File: src/rtl/cdet_pkg.sv
// Shared constants for the card-slot status block.
// Assumes a 32-bit data path and word (not byte) addressing.
package cdet_pkg;
    localparam int          DATA_W      = 32;
    localparam logic [31:0] ID_WORD     = 32'h4103_4003;
    localparam logic [31:0] DECODE_WORD = 32'h0000_0011;
    localparam int          WP_BIT      = 0;
    localparam int          INS_BIT     = 3;

    typedef enum logic [1:0] {
        WORD_ID     = 2'd0,
        WORD_FLASH  = 2'd1,
        WORD_STATUS = 2'd2,
        WORD_DECODE = 2'd3
    } word_e;
endpackage

File: src/rtl/cdet_addr_decode.sv
// Address decode for the four mapped words.
// Words 0..3 are mapped. Every address whose upper bits are nonzero is unmapped.
// Assumes ADDR_W >= 3.
module cdet_addr_decode #(
    parameter int ADDR_W = 8
) (
    input  logic              clk,
    input  logic              rst_n,
    input  logic [ADDR_W-1:0] addr,
    input  logic              wr,
    output logic              hit_id,
    output logic              hit_flash,
    output logic              hit_status,
    output logic              hit_decode,
    output logic              status_wr
);
    import cdet_pkg::*;

    localparam int UPPER_W = ADDR_W - 2;

    logic  mapped;
    word_e word;

    // Split the address into an in-range flag and a word selector.
    always_comb begin
        mapped = (addr[ADDR_W-1:2] == {UPPER_W{1'b0}});
        word   = word_e'(addr[1:0]);
    end

    // One select per mapped word.
    always_comb begin
        hit_id     = mapped && (word == WORD_ID);
        hit_flash  = mapped && (word == WORD_FLASH);
        hit_status = mapped && (word == WORD_STATUS);
        hit_decode = mapped && (word == WORD_DECODE);
    end

    // Only the status word takes writes; all other writes are dropped.
    always_comb status_wr = wr && hit_status;

    p_sel_onehot_r8: assert property (@(posedge clk) disable iff (!rst_n)
        $onehot0({hit_id, hit_flash, hit_status, hit_decode}));
endmodule

File: src/rtl/cdet_status_latch.sv
// Sticky card-insertion latch.
// A high card_in at an edge sets it. A clear request clears it, unless card_in
// is high at the same edge; set wins. Synchronous active-low reset has top priority.
module cdet_status_latch (
    input  logic clk,
    input  logic rst_n,
    input  logic card_in,
    input  logic clr_req,
    output logic ins_q
);
    // Hold, set or clear the insertion flag.
    always_ff @(posedge clk) begin
        if (!rst_n)
            ins_q <= 1'b0;
        else if (card_in)
            ins_q <= 1'b1;
        else if (clr_req)
            ins_q <= 1'b0;
    end

    p_set_on_insert_r4: assert property (@(posedge clk) disable iff (!rst_n)
        card_in |=> ins_q);
    p_set_beats_clear_r6: assert property (@(posedge clk) disable iff (!rst_n)
        (card_in && clr_req) |=> ins_q);
    p_clear_works_r5: assert property (@(posedge clk) disable iff (!rst_n)
        (clr_req && !card_in) |=> !ins_q);
    p_hold_r4: assert property (@(posedge clk) disable iff (!rst_n)
        (!card_in && !clr_req) |=> $stable(ins_q));
endmodule

File: src/rtl/cdet_read_mux.sv
// Read-data selection.
// Assumes the word selects are one-hot or all zero. With no select high
// (an unmapped address) the output is zero.
module cdet_read_mux (
    input  logic                      hit_id,
    input  logic                      hit_flash,
    input  logic                      hit_status,
    input  logic                      hit_decode,
    input  logic                      wp_lvl,
    input  logic                      ins_q,
    output logic [cdet_pkg::DATA_W-1:0] rdata
);
    import cdet_pkg::*;

    logic [DATA_W-1:0] status_word;

    // Build the status word: live write-protect plus the sticky insertion bit.
    always_comb begin
        status_word          = '0;
        status_word[WP_BIT]  = wp_lvl;
        status_word[INS_BIT] = ins_q;
    end

    // OR the selected sources together; the flash word is always zero.
    always_comb begin
        rdata = ({DATA_W{hit_id}}     & ID_WORD)
              | ({DATA_W{hit_status}} & status_word)
              | ({DATA_W{hit_decode}} & DECODE_WORD)
              | ({DATA_W{hit_flash}}  & {DATA_W{1'b0}});
    end
endmodule

File: src/rtl/cdet_slot_ctrl.sv
// Top level: card-slot status and interrupt register block.
// Reads are combinational from bus_addr. A write is taken at the rising edge
// while bus_wr is high. The interrupt is the insertion latch itself.
module cdet_slot_ctrl #(
    parameter int ADDR_W = 8
) (
    input  logic              clk,
    input  logic              rst_n,
    input  logic [ADDR_W-1:0] bus_addr,
    input  logic              bus_wr,
    input  logic [31:0]       bus_wdata,
    output logic [31:0]       bus_rdata,
    input  logic              wp_in,
    input  logic              card_in,
    output logic              card_irq
);
    import cdet_pkg::*;

    logic hit_id, hit_flash, hit_status, hit_decode, status_wr;
    logic clr_req, ins_q;

    cdet_addr_decode #(.ADDR_W(ADDR_W)) u_dec (
        .clk(clk), .rst_n(rst_n), .addr(bus_addr), .wr(bus_wr),
        .hit_id(hit_id), .hit_flash(hit_flash), .hit_status(hit_status),
        .hit_decode(hit_decode), .status_wr(status_wr)
    );

    // Clear request: a status write with the insertion bit set in the data.
    always_comb clr_req = status_wr && bus_wdata[INS_BIT];

    cdet_status_latch u_latch (
        .clk(clk), .rst_n(rst_n), .card_in(card_in),
        .clr_req(clr_req), .ins_q(ins_q)
    );

    cdet_read_mux u_mux (
        .hit_id(hit_id), .hit_flash(hit_flash), .hit_status(hit_status),
        .hit_decode(hit_decode), .wp_lvl(wp_in), .ins_q(ins_q),
        .rdata(bus_rdata)
    );

    // The interrupt follows the sticky insertion bit.
    always_comb card_irq = ins_q;

    p_irq_matches_status_r7: assert property (@(posedge clk) disable iff (!rst_n)
        hit_status |-> (card_irq == bus_rdata[INS_BIT]));
    p_wp_live_r3: assert property (@(posedge clk) disable iff (!rst_n)
        hit_status |-> (bus_rdata[WP_BIT] == wp_in));
    p_unmapped_zero_r8: assert property (@(posedge clk) disable iff (!rst_n)
        (bus_addr >= ADDR_W'(4)) |-> (bus_rdata == 32'h0));
    p_reset_clears_r9: assert property (@(posedge clk)
        !rst_n |=> !card_irq);
endmodule

File: config.mk
export PLATFORM = sky130hd
export DESIGN_NAME = cdet_slot_ctrl
export DESIGN_NICKNAME = d
export VERILOG_FILES = /design/src/rtl/cdet_pkg.sv /design/src/rtl/cdet_addr_decode.sv /design/src/rtl/cdet_status_latch.sv /design/src/rtl/cdet_read_mux.sv /design/src/rtl/cdet_slot_ctrl.sv
export SDC_FILE = /design/constraint.sdc
export NUM_CORES = 1
export LEC_CHECK = 0
export BUFFER_PORTS_ARGS = -buffer_cell sky130_fd_sc_hd__buf_2
export CAP_MARGIN = 40
export CORE_MARGIN = 4
export CORE_UTILIZATION = 22
export CTS_CLUSTER_DIAMETER = 50
export DETAILED_ROUTE_END_ITERATION = 10
export GPL_TIMING_DRIVEN = 0
export PLACE_DENSITY_LB_ADDON = 0.1
export SLEW_MARGIN = 20
export SYNTH_ARGS = -nofsm -noshare
export SYNTH_HDL_FRONTEND = slang
export SYNTH_SLANG_ARGS = --single-unit
File: constraint.sdc
create_clock -name clk -period 1.7 [get_ports clk]
set_input_delay 0.34 -clock clk [delete_from_list [all_inputs] [get_ports clk]]
set_output_delay 0.34 -clock clk [all_outputs]
set_load 0.005 [all_outputs]
==> results.sh <==
export IMPL_status="completed"
export IMPL_wire_per_inst_um=7.06
export IMPL_skew_ns=0
export IMPL_synth_area_leaders="buf_4 67%, dfxtp_1 6.0%, nor4_2 3.7%"
export IMPL_syn_avg_cell_area_um2=7.29
export IMPL_cp_startpoint="bus_addr[4]"
export IMPL_r2r_cells=2
export IMPL_peakVddDrop_mv=0.134
export IMPL_setup_violations=0
export IMPL_worstReg2RegStart="u_latch.ins_q$_SDFFE_PN0P_"
export IMPL_drc=0
export IMPL_busiest_layer="met2"
export IMPL_nFillCells=135
export IMPL_finalWeightedCongestion=0.594
export IMPL_timing_final_crit_share=0.960
export IMPL_largest_reg_flops=1
export IMPL_grt_max_degree=7
export IMPL_path_max_fanout=6
export IMPL_grt_usage=0.0565
export IMPL_post_route_util=0.457
export IMPL_yosysMostFrequentCell="buf_4"
export IMPL_grt_pass1_vias=250
export IMPL_antenna_found_initial=0
export IMPL_portBuffers=23
export IMPL_die_h_um=47.0
export IMPL_first_pass_iters=2
export IMPL_endpoint="bus_rdata[14]"
export IMPL_synth_seq_area_share=0.0597
export IMPL_dp_slack_ns=-0.273
export IMPL_cts_setup_buffers=0
export IMPL_synth_top_cell_area_share=0.672
export IMPL_viasPerCell=3.13
export IMPL_worstSetupStartpointType="input pin"
export IMPL_rows=13
export IMPL_cp_data_required_time_ns=1.36
export IMPL_r2r_slack_ns=1.05
export IMPL_synthArstFlopShare=0
export IMPL_crit_path_end_kind="primary output"
export IMPL_syn_area_um2=335
export IMPL_synth_cell_types=14
export IMPL_die_area_um2=2210
export IMPL_leakage_nw=0.397
export IMPL_vias=332
export IMPL_io_pin_count=78
export IMPL_synth_warning_count=0
export IMPL_r2r_end="u_latch.ins_q$_SDFFE_PN0P_"
export IMPL_final_max_slew_violation_count=0
export IMPL_drtIter0Drc=4
export IMPL_maxCapViolCount=0
export IMPL_grt_ovfl_total=0
export IMPL_rsz0062_at_grt="yes"
export IMPL_n_antenna_cell=0
export IMPL_ys_ff_latch=1
export IMPL_finalCriticalPeriod_ns=1.63
export IMPL_yosys_area_top_type="buf_4"
export IMPL_final_nets=138
export IMPL_syn_instance_count=46
export IMPL_layout_setup_ws_ns=0.0687
export IMPL_use_met3=0.0115
export IMPL_grt_pass1_wl_um=966
export IMPL_finalWirelength_um=748
export IMPL_top_regs="u_latch.ins_q (1)"
export IMPL_ctsHoldBuffers=0
export IMPL_arrival_ns=1.29
export IMPL_ant_nets=0
export IMPL_hold_viol=0
export IMPL_die_x_um=47.0
export IMPL_clk_pin_slew_ns=0
export IMPL_use_met1=0.0701
export IMPL_syn_to_final_growth_pct=86.2
export IMPL_core_um2=1370
export IMPL_fmax_ghz=0.613
export IMPL_min_path_type="reg2reg"
export IMPL_worstSkewPairLatency_ns=0
export IMPL_grtUsageMet2=0.106
export IMPL_drive_above_1_share=0.626
export IMPL_initial_core_util=0.245
export IMPL_crit_type="in2out"
export IMPL_synth_cells_most_frequent="30 x buf_4, 2 x nand2_1, 2 x nor2_1, 2 x nor3_1"
export IMPL_power_density_nw_per_um2=183
export IMPL_top_register="u_latch.ins_q"
export IMPL_synth_edf_count=0
export IMPL_synth_ff_type="dfxtp_1"
-- power breakdown --
group	internal, mW	switching, mW
combinational	0.0534	0.0343
clock	0	0
sequential	0.0257	0.000917
-- worst max-delay path, stage by stage --
cell,delay [ns]
buf_6,0.09
nor4_4,0.28
nand2_2,0.11
nor3_4,0.22
buf_4,0.16
buf_6,0.08
-- worst min path at each step --
stage / depth (start not counted) / slack, ns / to / from
floorplan: 1 / 0.44 / u_latch.ins_q$_SDFFE_PN0P_ / bus_addr[1]
global placement: 2 / 0.55 / u_latch.ins_q$_SDFFE_PN0P_ / u_latch.ins_q$_SDFFE_PN0P_
detailed placement: 2 / 0.57 / u_latch.ins_q$_SDFFE_PN0P_ / u_latch.ins_q$_SDFFE_PN0P_
CTS: 2 / 0.56 / u_latch.ins_q$_SDFFE_PN0P_ / u_latch.ins_q$_SDFFE_PN0P_
global route: 2 / 0.57 / u_latch.ins_q$_SDFFE_PN0P_ / u_latch.ins_q$_SDFFE_PN0P_
finish: 2 / 0.56 / u_latch.ins_q$_SDFFE_PN0P_ / u_latch.ins_q$_SDFFE_PN0P_
-- final cells by class --
class / instances / area, µm² / share of cell area
Buffer: 30 / 225 / 0.361
Multi-Input combinational cell: 37 / 195 / 0.313
Sequential cell: 1 / 20.0 / 0.0321
Tap cell: 15 / 18.8 / 0.0301
Timing Repair Buffer: 23 / 165 / 0.265
-- cell usage in the layout (no fill, tap or decap), drive strengths merged --
master  netlist  final
a211oi        1      1
nor3          2      2
and3          1      1
nor4          1      1
dfxtp         1      1
buf          30     53
nor2b         1      1
and2          1      1
nand2         2      2
and4b         1      1
o21ai         1      1
a31oi         1      1
nor2          2      2
conb          1     23
-- layer usage --
layer | routed length, µm | up-vias
met5 | 0 | -
met4 | 0 | 0
met3 | 116 | 0
met2 | 375 | 25
met1 | 257 | 118
li1 | - | 189
-- cell families (layout without fill, tap and decap cells) --
group / count (synthesis) / count (layout) / share of synthesized area
flip-flops: 1 / 1 / 0.0597
AO/OA/AOI/OAI: 3 / 3 / 0.0560
buffers and inverters: 30 / 53 / 0.672
AND/OR/NAND/NOR: 11 / 11 / 0.202
other: 1 / 23 / 0.0112
-- timing repair --
action | 4_1_cts | 5_1_grt
endpoints found under the setup margin | 6 | 6
endpoints found under the hold margin | 0 | 0
pin swaps | 3 | 3
gates resized for setup | 12 | 0
-- stage by stage --
| step | area [µm²] | TNS, ns | power, mW | cells | hold WS, ns |
|---|---|---|---|---|---|
| 2_1_floorplan | 418 | 0 | 0.0832 | 68 | 0.440 |
| 3_3_place_gp | 552 | -1.35 | 0.104 | 106 | 0.552 |
| 3_5_place_dp | 552 | -1.63 | 0.104 | 106 | 0.568 |
| 4_1_cts | 624 | -0.0699 | 0.112 | 106 | 0.561 |
| 5_1_grt | 624 | -0.0827 | 0.125 | 106 | 0.573 |
| 6_report | 624 | 0 | 0.114 | 106 | 0.561 |
(Power assumes the default switching activity.)
